[src/rtl/irq_nest_pkg.sv]
package irq_nest_pkg;
   localparam int REG_W = 8;

   typedef enum logic [1:0] {
      ADDR_CTRL  = 2'd0,
      ADDR_PFLAG = 2'd1,
      ADDR_PEN   = 2'd2,
      ADDR_RSVD  = 2'd3
   } reg_addr_e;

   typedef enum logic {
      EDGE_RISE = 1'b0,
      EDGE_ANY  = 1'b1
   } edge_mode_e;

   // control word bit positions
   localparam int CTL_GIE    = 7;
   localparam int CTL_GRP    = 6;
   localparam int CTL_EN_HI  = 5;
   localparam int CTL_EN_LO  = 3;
   localparam int CTL_FLG_HI = 2;
   localparam int CTL_FLG_LO = 0;
   localparam int NUM_CORE   = 3;
endpackage

[src/rtl/irq_sync_edge.sv]
module irq_sync_edge #(
   parameter int                      W      = 1,
   parameter int                      STAGES = 2,
   parameter irq_nest_pkg::edge_mode_e MODE  = irq_nest_pkg::EDGE_RISE
) (
   input  logic         clk,
   input  logic         rst_n,
   input  logic [W-1:0] async_i,
   output logic         evt_o
);
   localparam int LAST = STAGES - 1;

   if (STAGES < 2) begin : g_bad_stages
      $error("irq_sync_edge: STAGES must be at least 2");
   end
   if (W < 1) begin : g_bad_width
      $error("irq_sync_edge: W must be at least 1");
   end

   logic [W-1:0] chain_q [STAGES];
   logic [W-1:0] last_q;

   always_ff @(posedge clk or negedge rst_n) begin
      if (!rst_n) begin
         for (int i = 0; i < STAGES; i++) chain_q[i] <= '0;
         last_q <= '0;
      end else begin
         chain_q[0] <= async_i;
         for (int i = 1; i < STAGES; i++) chain_q[i] <= chain_q[i-1];
         last_q <= chain_q[LAST];
      end
   end

   if (MODE == irq_nest_pkg::EDGE_RISE) begin : g_rise
      assign evt_o = |(chain_q[LAST] & ~last_q);
   end else begin : g_any
      assign evt_o = |(chain_q[LAST] ^ last_q);
   end
endmodule

[src/rtl/irq_flag_bank.sv]
module irq_flag_bank #(
   parameter int W = 1
) (
   input  logic         clk,
   input  logic         rst_n,
   input  logic [W-1:0] set_i,
   input  logic         wr_i,
   input  logic [W-1:0] wdata_i,
   output logic [W-1:0] flag_o
);
   if (W < 1) begin : g_bad_width
      $error("irq_flag_bank: W must be at least 1");
   end

   // events override software writes bit by bit
   always_ff @(posedge clk or negedge rst_n) begin
      if (!rst_n) flag_o <= '0;
      else        flag_o <= set_i | (wr_i ? wdata_i : flag_o);
   end
endmodule

[src/rtl/irq_nest_ctrl.sv]
module irq_nest_ctrl #(
   parameter int          NUM_PERIPH  = 6,
   parameter int          CHG_W       = 4,
   parameter int          SYNC_STAGES = 2,
   parameter int          VEC_W       = 16,
   parameter logic [15:0] VEC_ADDR    = 16'h0004
) (
   input  logic                  clk,
   input  logic                  rst_n,
   input  logic                  ext_pin_i,
   input  logic [CHG_W-1:0]      chg_pins_i,
   input  logic                  tmr0_ovf_i,
   input  logic [NUM_PERIPH-1:0] periph_evt_i,
   input  logic [1:0]            reg_addr_i,
   input  logic                  reg_wr_i,
   input  logic [7:0]            reg_wdata_i,
   output logic [7:0]            reg_rdata_o,
   input  logic                  irq_ack_i,
   input  logic                  irq_ret_i,
   output logic                  irq_o,
   output logic [VEC_W-1:0]      vector_o,
   output logic                  wake_o
);
   import irq_nest_pkg::*;

   if (NUM_PERIPH < 1 || NUM_PERIPH > REG_W) begin : g_bad_periph
      $error("irq_nest_ctrl: NUM_PERIPH must be 1..8");
   end
   if (VEC_W < 1 || VEC_W > 16) begin : g_bad_vec
      $error("irq_nest_ctrl: VEC_W must be 1..16");
   end

   localparam int CORE_EXT = 2;
   localparam int CORE_TMR = 1;
   localparam int CORE_CHG = 0;

   logic                  ext_evt, chg_evt;
   logic                  gie_q, grp_en_q;
   logic [NUM_CORE-1:0]   core_en_q;
   logic [NUM_CORE-1:0]   core_flag;
   logic [NUM_CORE-1:0]   core_set;
   logic [NUM_PERIPH-1:0] pen_q;
   logic [NUM_PERIPH-1:0] pflag;
   logic                  wr_ctrl, wr_pflag, wr_pen;
   logic                  core_pend, periph_pend, any_pend;
   logic [REG_W-1:0]      ctrl_word;

   assign wr_ctrl  = reg_wr_i && (reg_addr_e'(reg_addr_i) == ADDR_CTRL);
   assign wr_pflag = reg_wr_i && (reg_addr_e'(reg_addr_i) == ADDR_PFLAG);
   assign wr_pen   = reg_wr_i && (reg_addr_e'(reg_addr_i) == ADDR_PEN);

   irq_sync_edge #(.W(1), .STAGES(SYNC_STAGES), .MODE(EDGE_RISE)) u_ext_sync (
      .clk(clk), .rst_n(rst_n), .async_i(ext_pin_i), .evt_o(ext_evt));

   irq_sync_edge #(.W(CHG_W), .STAGES(SYNC_STAGES), .MODE(EDGE_ANY)) u_chg_sync (
      .clk(clk), .rst_n(rst_n), .async_i(chg_pins_i), .evt_o(chg_evt));

   always_comb begin
      core_set           = '0;
      core_set[CORE_EXT] = ext_evt;
      core_set[CORE_TMR] = tmr0_ovf_i;
      core_set[CORE_CHG] = chg_evt;
   end

   irq_flag_bank #(.W(NUM_CORE)) u_core_flags (
      .clk(clk), .rst_n(rst_n), .set_i(core_set), .wr_i(wr_ctrl),
      .wdata_i(reg_wdata_i[CTL_FLG_HI:CTL_FLG_LO]), .flag_o(core_flag));

   irq_flag_bank #(.W(NUM_PERIPH)) u_periph_flags (
      .clk(clk), .rst_n(rst_n), .set_i(periph_evt_i), .wr_i(wr_pflag),
      .wdata_i(reg_wdata_i[NUM_PERIPH-1:0]), .flag_o(pflag));

   // enables; acknowledge outranks return, both outrank a write
   always_ff @(posedge clk or negedge rst_n) begin
      if (!rst_n) begin
         gie_q     <= 1'b0;
         grp_en_q  <= 1'b0;
         core_en_q <= '0;
         pen_q     <= '0;
      end else begin
         if (wr_ctrl) begin
            gie_q     <= reg_wdata_i[CTL_GIE];
            grp_en_q  <= reg_wdata_i[CTL_GRP];
            core_en_q <= reg_wdata_i[CTL_EN_HI:CTL_EN_LO];
         end
         if (wr_pen) pen_q <= reg_wdata_i[NUM_PERIPH-1:0];
         if (irq_ret_i) gie_q <= 1'b1;
         if (irq_ack_i) gie_q <= 1'b0;
      end
   end

   assign core_pend   = |(core_flag & core_en_q);
   assign periph_pend = grp_en_q & (|(pflag & pen_q));
   assign any_pend    = core_pend | periph_pend;
   assign wake_o      = any_pend;
   assign irq_o       = any_pend & gie_q;
   assign vector_o    = VEC_ADDR[VEC_W-1:0];

   always_comb begin
      ctrl_word                        = '0;
      ctrl_word[CTL_GIE]               = gie_q;
      ctrl_word[CTL_GRP]               = grp_en_q;
      ctrl_word[CTL_EN_HI:CTL_EN_LO]   = core_en_q;
      ctrl_word[CTL_FLG_HI:CTL_FLG_LO] = core_flag;
   end

   always_comb begin
      case (reg_addr_e'(reg_addr_i))
         ADDR_CTRL:  reg_rdata_o = ctrl_word;
         ADDR_PFLAG: reg_rdata_o = REG_W'(pflag);
         ADDR_PEN:   reg_rdata_o = REG_W'(pen_q);
         default:    reg_rdata_o = '0;
      endcase
   end
endmodule

[config.mk]
export PLATFORM = sky130hd
export DESIGN_NAME = irq_nest_ctrl
export DESIGN_NICKNAME = d
export VERILOG_FILES = /design/src/rtl/irq_nest_pkg.sv /design/src/rtl/irq_sync_edge.sv /design/src/rtl/irq_flag_bank.sv /design/src/rtl/irq_nest_ctrl.sv
export SDC_FILE = /design/constraint.sdc
export NUM_CORES = 1
export LEC_CHECK = 0
export ABC_CLOCK_PERIOD_IN_PS = 3200
export BUFFER_PORTS_ARGS = -buffer_cell sky130_fd_sc_hd__buf_4
export CAP_MARGIN = 20
export CORE_ASPECT_RATIO = 1.5
export CORE_MARGIN = 4
export CORE_UTILIZATION = 32
export CTS_BUF_LIST = sky130_fd_sc_hd__clkbuf_16
export CTS_CLUSTER_SIZE = 10
export DETAILED_ROUTE_END_ITERATION = 6
export GPL_ROUTABILITY_DRIVEN = 0
export GPL_TIMING_DRIVEN = 0
export PLACE_DENSITY_LB_ADDON = 0.05
export SLEW_MARGIN = 20
export SYNTH_ARGS = -nofsm -noshare
export SYNTH_HDL_FRONTEND = slang
export SYNTH_SLANG_ARGS = --single-unit
[constraint.sdc]
create_clock -name clk -period 3.2 [get_ports clk]
set_input_delay 0.32 -clock clk [delete_from_list [all_inputs] [get_ports clk]]
set_output_delay 0.32 -clock clk [all_outputs]
set_load 0.01 [all_outputs]
==> impl_metrics.json, run 1 <==
{
  "outcome": "finished with violations",
  "violations": "negative hold slack",
  "synth.cell_area_mm2": 0.001628,
  "fp.dieW_um": 66.24,
  "final_cell_mix": "buf_4, dfrtp_1, conb_1",
  "worst_ep_required_time_ns": 2.88,
  "max_freq_mhz": 538.2,
  "timing.final.ws_setup_ns": 1.342,
  "fp.coreArea_mm2": 0.004887,
  "detailed_place_hpwl_mm": 2.519,
  "post_cts_buffers": 0,
  "cts_num_sinks": 35,
  "grt_max_degree": 36,
  "overflow": 0,
  "netSwitchingPower_uw": 271.2,
  "cts_buffers": 5,
  "pwr-share-clk_pct": 38.8,
  "post-route-period-util_pct": 58.06,
  "cp_max_fo": 3,
  "yosysWarnings": 0,
  "worst_path_max_delay_cell": "dfrtp_1",
  "cap_violations": 0,
  "setup_viol_count_final": 0,
  "yosysTopAreaCell": "dfrtp_1",
  "num_vias": 1081,
  "ys_ff_latch": 35,
  "viasPerCell": 4.256,
  "crit_chain": "a22o_1, o31ai_1, a21boi_0, buf_4",
  "cts_max_level": 2,
  "hold_viol": 8,
  "track_usage_pct": 11.90,
  "synth_top_area_share_pct": 53.80,
  "ir_worst_vdd_mv": 0.4707,
  "wl_per_cell_um": 13.26,
  "synthCells": 131,
  "initial_core_util_pct": 33.31,
  "final_common_cell": "buf_4",
  "worstPathArrival_ns": 1.54,
  "dr.first_iter.drc_count": 19,
  "cts-hold-fix-buffers": 0,
  "r2r-start": "u_chg_sync.last_q[3]",
  "max-clock-path-buffers": 2,
  "cts.clk_slew.worst_paths_ns": 0.05,
  "cts_resized": 0,
  "crit_start": "u_periph_flags.flag_o[1]",
  "timing.setup.tns_ns": 0,
  "root_buffer": "clkbuf_16",
  "ios": 53,
  "synth.area.top_cells": "dfrtp_1, buf_4, mux2i_1",
  "power_mw": 1.143,
  "drive_gt1_share_pct": 40.96,
  "rsz0062_at_grt": "false",
  "tritoncts": "yes",
  "endpoint_kind": "output pin",
  "die_y_um": 95.35,
  "finalMaxSlewViolations": 0,
  "grt_pass1_vias": 1197,
  "port_buffers": 36,
  "rows": 31,
  "comb_power_share_pct": 16.4,
  "drc_errors": 0,
  "seq_area_frac_synth_pct": 53.80,
  "power_leakage_nw": 1.076,
  "ant_nets": 0,
  "antenna_found_initial": 0,
  "n_fill_cell": 495,
  "syn_to_final_growth_pct": 33.13,
  "criticalPathCategory": "flip-flop to output pin",
  "hold_class": "input pin to asynchronous set/reset pin",
  "place_ws_ns": 1.629,
  "cellPowerDensity_mw_per_mm2": 527.7,
  "startpoint_type": "flip-flop",
  "fin_worst_skew_ns": 0.002441,
  "p_int_uw": 872.3,
  "avgSynthCellArea_um2": 12.43,
  "hold_ws_ns": -0.002768,
  "synthDistinctLibCells": 25,
  "clock_latency_ns": 0.27,
  "cpPeakStageDelay_ns": 0.40,
  "p_sw_share_pct": 23.72,
  "period_minus_slack_ns": 1.858,
  "routed_wl_mm": 3.368,
  "die_area_mm2": 0.006316,
  "p_seq_share_pct": 44.8,
  "drtPass1Iterations": 4,
  "nets": 215,
  "grt_pass1_wl_mm": 5.685,
  "diodes": 0
}
## power groups by stage
| stage | Combinational, mW | Clock (mW) | Sequential, mW |
|---|---|---|---|
| 2_1_floorplan | 0.117 | 0 | 0.511 |
| 3_3_place_gp | 0.186 | 0 | 0.519 |
| 3_5_place_dp | 0.190 | 0 | 0.520 |
| 4_1_cts | 0.190 | 0.456 | 0.513 |
| 5_1_grt | 0.208 | 0.481 | 0.519 |
| 6_report | 0.187 | 0.444 | 0.512 |
## cell usage after synthesis
cell type  instances
dfrtp_1           35
buf_4             17
mux2i_1            9
inv_1              8
nand2_1            8
a211o_1            7
o21ai_0            7
mux2_4             6
nor2_1             6
mux2_2             4
xor2_1             4
a22o_1             3
buf_6              3
conb_1             2
nor3b_1            2
a21boi_0           1
a21oi_1            1
a222oi_1           1
nand2_4            1
nand3b_4           1
nor2b_2            1
nor2b_4            1
nor3b_2            1
nor4_1             1
o31ai_1            1
## registers in the layout (all words and copies together), names as in the netlist
name,flops
u_ext_sync.last_q,1
u_ext_sync.chain_q,2
grp_en_q,1
u_core_flags.flag_o,3
pen_q,6
u_chg_sync.chain_q,8
core_en_q,3
u_periph_flags.flag_o,6
u_chg_sync.last_q,4
gie_q,1
## per-stage QoR
| stage | area, um^2 | hold WS [ns] | instances | util, % |
|---|---|---|---|---|
| after floorplan | 1680 | 0.02441 | 145 | - |
| after CTS | 2167 | 0.01733 | 254 | 44.34 |
| after global routing | 2167 | 0.03278 | 254 | 44.34 |
| after detailed placement | 2033 | 0.3066 | 247 | 41.60 |
| after global placement | 2033 | 0.2978 | 247 | 41.60 |
| final | 2167 | -0.002768 | 254 | 44.34 |
## cell families after synthesis
logic type	after synthesis	share of synthesized area [%]
AOI/OAI and AO/OA	21	9.378
xor gates and xnor gates	4	2.152
buffers and inverters	28	11.76
DFF	35	53.80
muxes	19	13.84
other	2	0.4614
and+or+nand+nor	22	8.608
## critical path: cells and delay by family (launching register included)
family	cells	cell delay, ns
buffers and inverters	1	0.17
flip-flops	1	0.40
AO/OA/AOI/OAI	3	0.70
## cell type report
class	count	area [um^2]	share of cell area, %
Buffer	20	161.4	7.448
Clock buffer	5	125.1	5.774
Clock inverter	2	8.758	0.4042
Inverter	8	30.03	1.386
Multi-Input combinational cell	82	613.1	28.29
Sequential cell	35	875.8	40.42
Tap cell	66	82.58	3.811
Timing Repair Buffer	36	270.3	12.47
## per-layer routing
layer | routed length, um | GRT usage, % | share of wire (%) | vias to the layer above
met1 | 1392 | 14.62 | 41 | 516
li1 | - | - | - | 528
met4 | 31 | 4.068 | 0.92 | 0
met2 | 1753 | 20.22 | 52 | 33
met5 | 0 | 0 | 0 | -
met3 | 191 | 2.830 | 5.7 | 4
## worst paths after layout
| path | end | slack (ns) | cells past startpoint |
|---|---|---|---|
| max in group asynchronous | u_periph_flags.flag_o[2] | 2.89 | 1 |
| max reg2reg | u_core_flags.flag_o[0] | 2.21 | 3 |
| min in group clk | u_chg_sync.chain_q[4] | 0.15 | 1 |
| min reg2reg | u_ext_sync.chain_q[0] | 0.35 | 0 |
| max | irq_o | 1.34 | 4 |
| min | u_chg_sync.chain_q[7] | -0.003 | 1 |
No activity file was read; power rests on OpenSTA's default activity.
==> run 2, diff against run 1 <==
--- a/config.mk
+++ b/config.mk
@@ -5,7 +5,7 @@
 export SDC_FILE = /design/constraint.sdc
 export NUM_CORES = 1
 export LEC_CHECK = 0
-export ABC_CLOCK_PERIOD_IN_PS = 3200
+export ABC_CLOCK_PERIOD_IN_PS = 1800
 export BUFFER_PORTS_ARGS = -buffer_cell sky130_fd_sc_hd__buf_4
 export CAP_MARGIN = 20
 export CORE_ASPECT_RATIO = 1.5
==> constraint.sdc (replaced) <==
create_clock -name clk -period 1.8 [get_ports clk]
set_input_delay 0.18 -clock clk [delete_from_list [all_inputs] [get_ports clk]]
set_output_delay 0.18 -clock clk [all_outputs]
set_load 0.01 [all_outputs]
==> run 2 against run 1 <==
  * The flow now finishes without violations
  * Worst setup slack lost 1.2 ns
  * Register-to-register slack worse by 1.4 ns
  * Clock power up 78%
  * Total power rose by 78%
==> impl_metrics.json, run 2 (synthesis gave the netlist of run 1 again) <==
{
  "post-route-period-util_pct": 92.90,
  "crit_start": "u_periph_flags.flag_o[1]",
  "nets": 216,
  "grt_pass1_wl_mm": 5.699,
  "p_sw_share_pct": 23.83,
  "ir_worst_vdd_mv": 0.8373,
  "grt_pass1_vias": 1200,
  "p_seq_share_pct": 44.7,
  "final_cell_mix": "buf_4, dfrtp_1, conb_1",
  "largest_register_ffs": 8,
  "viasPerCell": 4.255,
  "wl_per_cell_um": 13.27,
  "clock_latency_ns": 0.27,
  "routed_wl_mm": 3.385,
  "startpoint_type": "flip-flop",
  "cts.clk_slew.worst_paths_ns": 0.05,
  "track_usage_pct": 11.92,
  "outcome": "completed",
  "worst_ep_required_time_ns": 1.62,
  "pwr-share-clk_pct": 38.7,
  "detailed_place.area_mm2": 0.002033,
  "power_leakage_nw": 1.081,
  "criticalPathCategory": "flip-flop to output pin",
  "cp_max_fo": 3,
  "top_register": "u_chg_sync.chain_q",
  "power_mw": 2.040,
  "rows": 31,
  "cts_buffers": 5,
  "post_cts_buffers": 0,
  "dr.first_iter.drc_count": 18,
  "die_area_mm2": 0.006316,
  "endpoint_kind": "output pin",
  "crit_family": "compound AO/OA/AOI/OAI gates",
  "worst_path_max_delay_cell": "dfrtp_1",
  "fin_area_mm2": 0.002182,
  "final_common_cell": "buf_4",
  "r2r-start": "u_chg_sync.last_q[3]",
  "cap_violations": 0,
  "largest_registers": "u_chg_sync.chain_q x8, pen_q x6, u_periph_flags.flag_o x6",
  "die_y_um": 95.35,
  "fp.coreArea_mm2": 0.004887,
  "ios": 53,
  "p_int_mw": 1.554,
  "cts_num_sinks": 35,
  "crit_chain": "a22o_1, o31ai_2, a21boi_0, buf_4",
  "cts_max_level": 2,
  "rsz0062_at_grt": "false",
  "hold_ws_ns": 0.01271,
  "initial_core_util_pct": 33.31,
  "setup_viol_count_final": 0,
  "tritoncts": "yes",
  "netSwitchingPower_uw": 486.0,
  "root_buffer": "clkbuf_16",
  "max_freq_mhz": 598.0,
  "detailed_place_hpwl_mm": 2.519,
  "antenna_found_initial": 0,
  "syn_to_final_growth_pct": 34.05,
  "hp-start": "chg_pins_i[1]",
  "worstPathArrival_ns": 1.49,
  "cellPowerDensity_mw_per_mm2": 934.8,
  "fin_worst_skew_ns": 0.002576,
  "cpPeakStageDelay_ns": 0.40,
  "drc_errors": 0,
  "fp.dieW_um": 66.24,
  "timing.setup.tns_ns": 0,
  "overflow": 0,
  "period_minus_slack_ns": 1.672,
  "finalMaxSlewViolations": 0,
  "drive_gt1_share_pct": 41.27,
  "diodes": 0,
  "path_buf_inv": 1,
  "num_vias": 1085,
  "max-clock-path-buffers": 2,
  "port_buffers": 36,
  "hold_viol": 0,
  "grt_max_degree": 36,
  "hold_class": "input pin to flip-flop",
  "drtPass1Iterations": 4,
  "ant_nets": 0,
  "comb_power_share_pct": 16.6
}
run 2: cell count changes in the layout (fill, tap and decap cells not counted):
| cell | before | now |
|---|---|---|
| o31ai_1 | 1 | 0 |
| o31ai_2 | 0 | 1 |
| dlygate4sd3_1 | 0 | 1 |
run 2: per-layer routing:
layer,share of wire (%),vias to the layer above,track usage [%]
met1,41,518,14.69
met4,0.92,0,4.068
met2,52,33,20.22
met5,0,-,0
met3,5.6,4,2.830
li1,-,530,-
run 2: stage by stage:
| stage | setup slack [ns] | instances | utilization [%] |
|---|---|---|---|
| after floorplan | 0.5858 | 145 | - |
| after global placement | 0.3799 | 247 | 41.60 |
| after detailed placement | 0.3686 | 247 | 41.60 |
| after CTS | 0.07120 | 255 | 44.55 |
| after global routing | 0.04733 | 255 | 44.65 |
| final | 0.1277 | 255 | 44.65 |
run 2: final timing paths:
check	to	slack (ns)	cells past startpoint
max in group asynchronous	u_periph_flags.flag_o[2]	1.08	2
worst min-delay path	u_chg_sync.chain_q[5]	0.01	1
min in group asynchronous	u_chg_sync.chain_q[7]	0.40	2
worst max register to register	u_core_flags.flag_o[0]	0.81	3
worst max-delay path	irq_o	0.13	4
worst min register to register	u_ext_sync.chain_q[0]	0.35	0
run 2: cell type report:
cell class | count | area [um^2]
Timing Repair Buffer | 37 | 280.3
Inverter | 8 | 30.03
Multi-Input combinational cell | 82 | 618.1
Buffer | 20 | 161.4
Clock inverter | 2 | 8.758
Fill cell | 493 | 2705
Tap cell | 66 | 82.58
Sequential cell | 35 | 875.8
Clock buffer | 5 | 125.1
run 2: what timing repair did:
action	CTS	global route
hold endpoints to repair	35	0
gates resized for setup	0	1
setup endpoints to repair	0	1
hold buffers	1	0
run 2: power by group through the flow:
stage               Sequential (mW)  Clock [mW]  Combinational [mW]
CTS                           0.912       0.810               0.339
global route                  0.923       0.856               0.376
finish                        0.912       0.789               0.338
floorplan                     0.908           0               0.207
global placement              0.922           0               0.331
detailed placement            0.924           0               0.337
run 2: worst reg2reg max path, stage by stage (launching register included):
cell	delay, ns
dfrtp_1	0.37
xor2_1	0.16
nor4_1	0.27
nand2_1	0.07
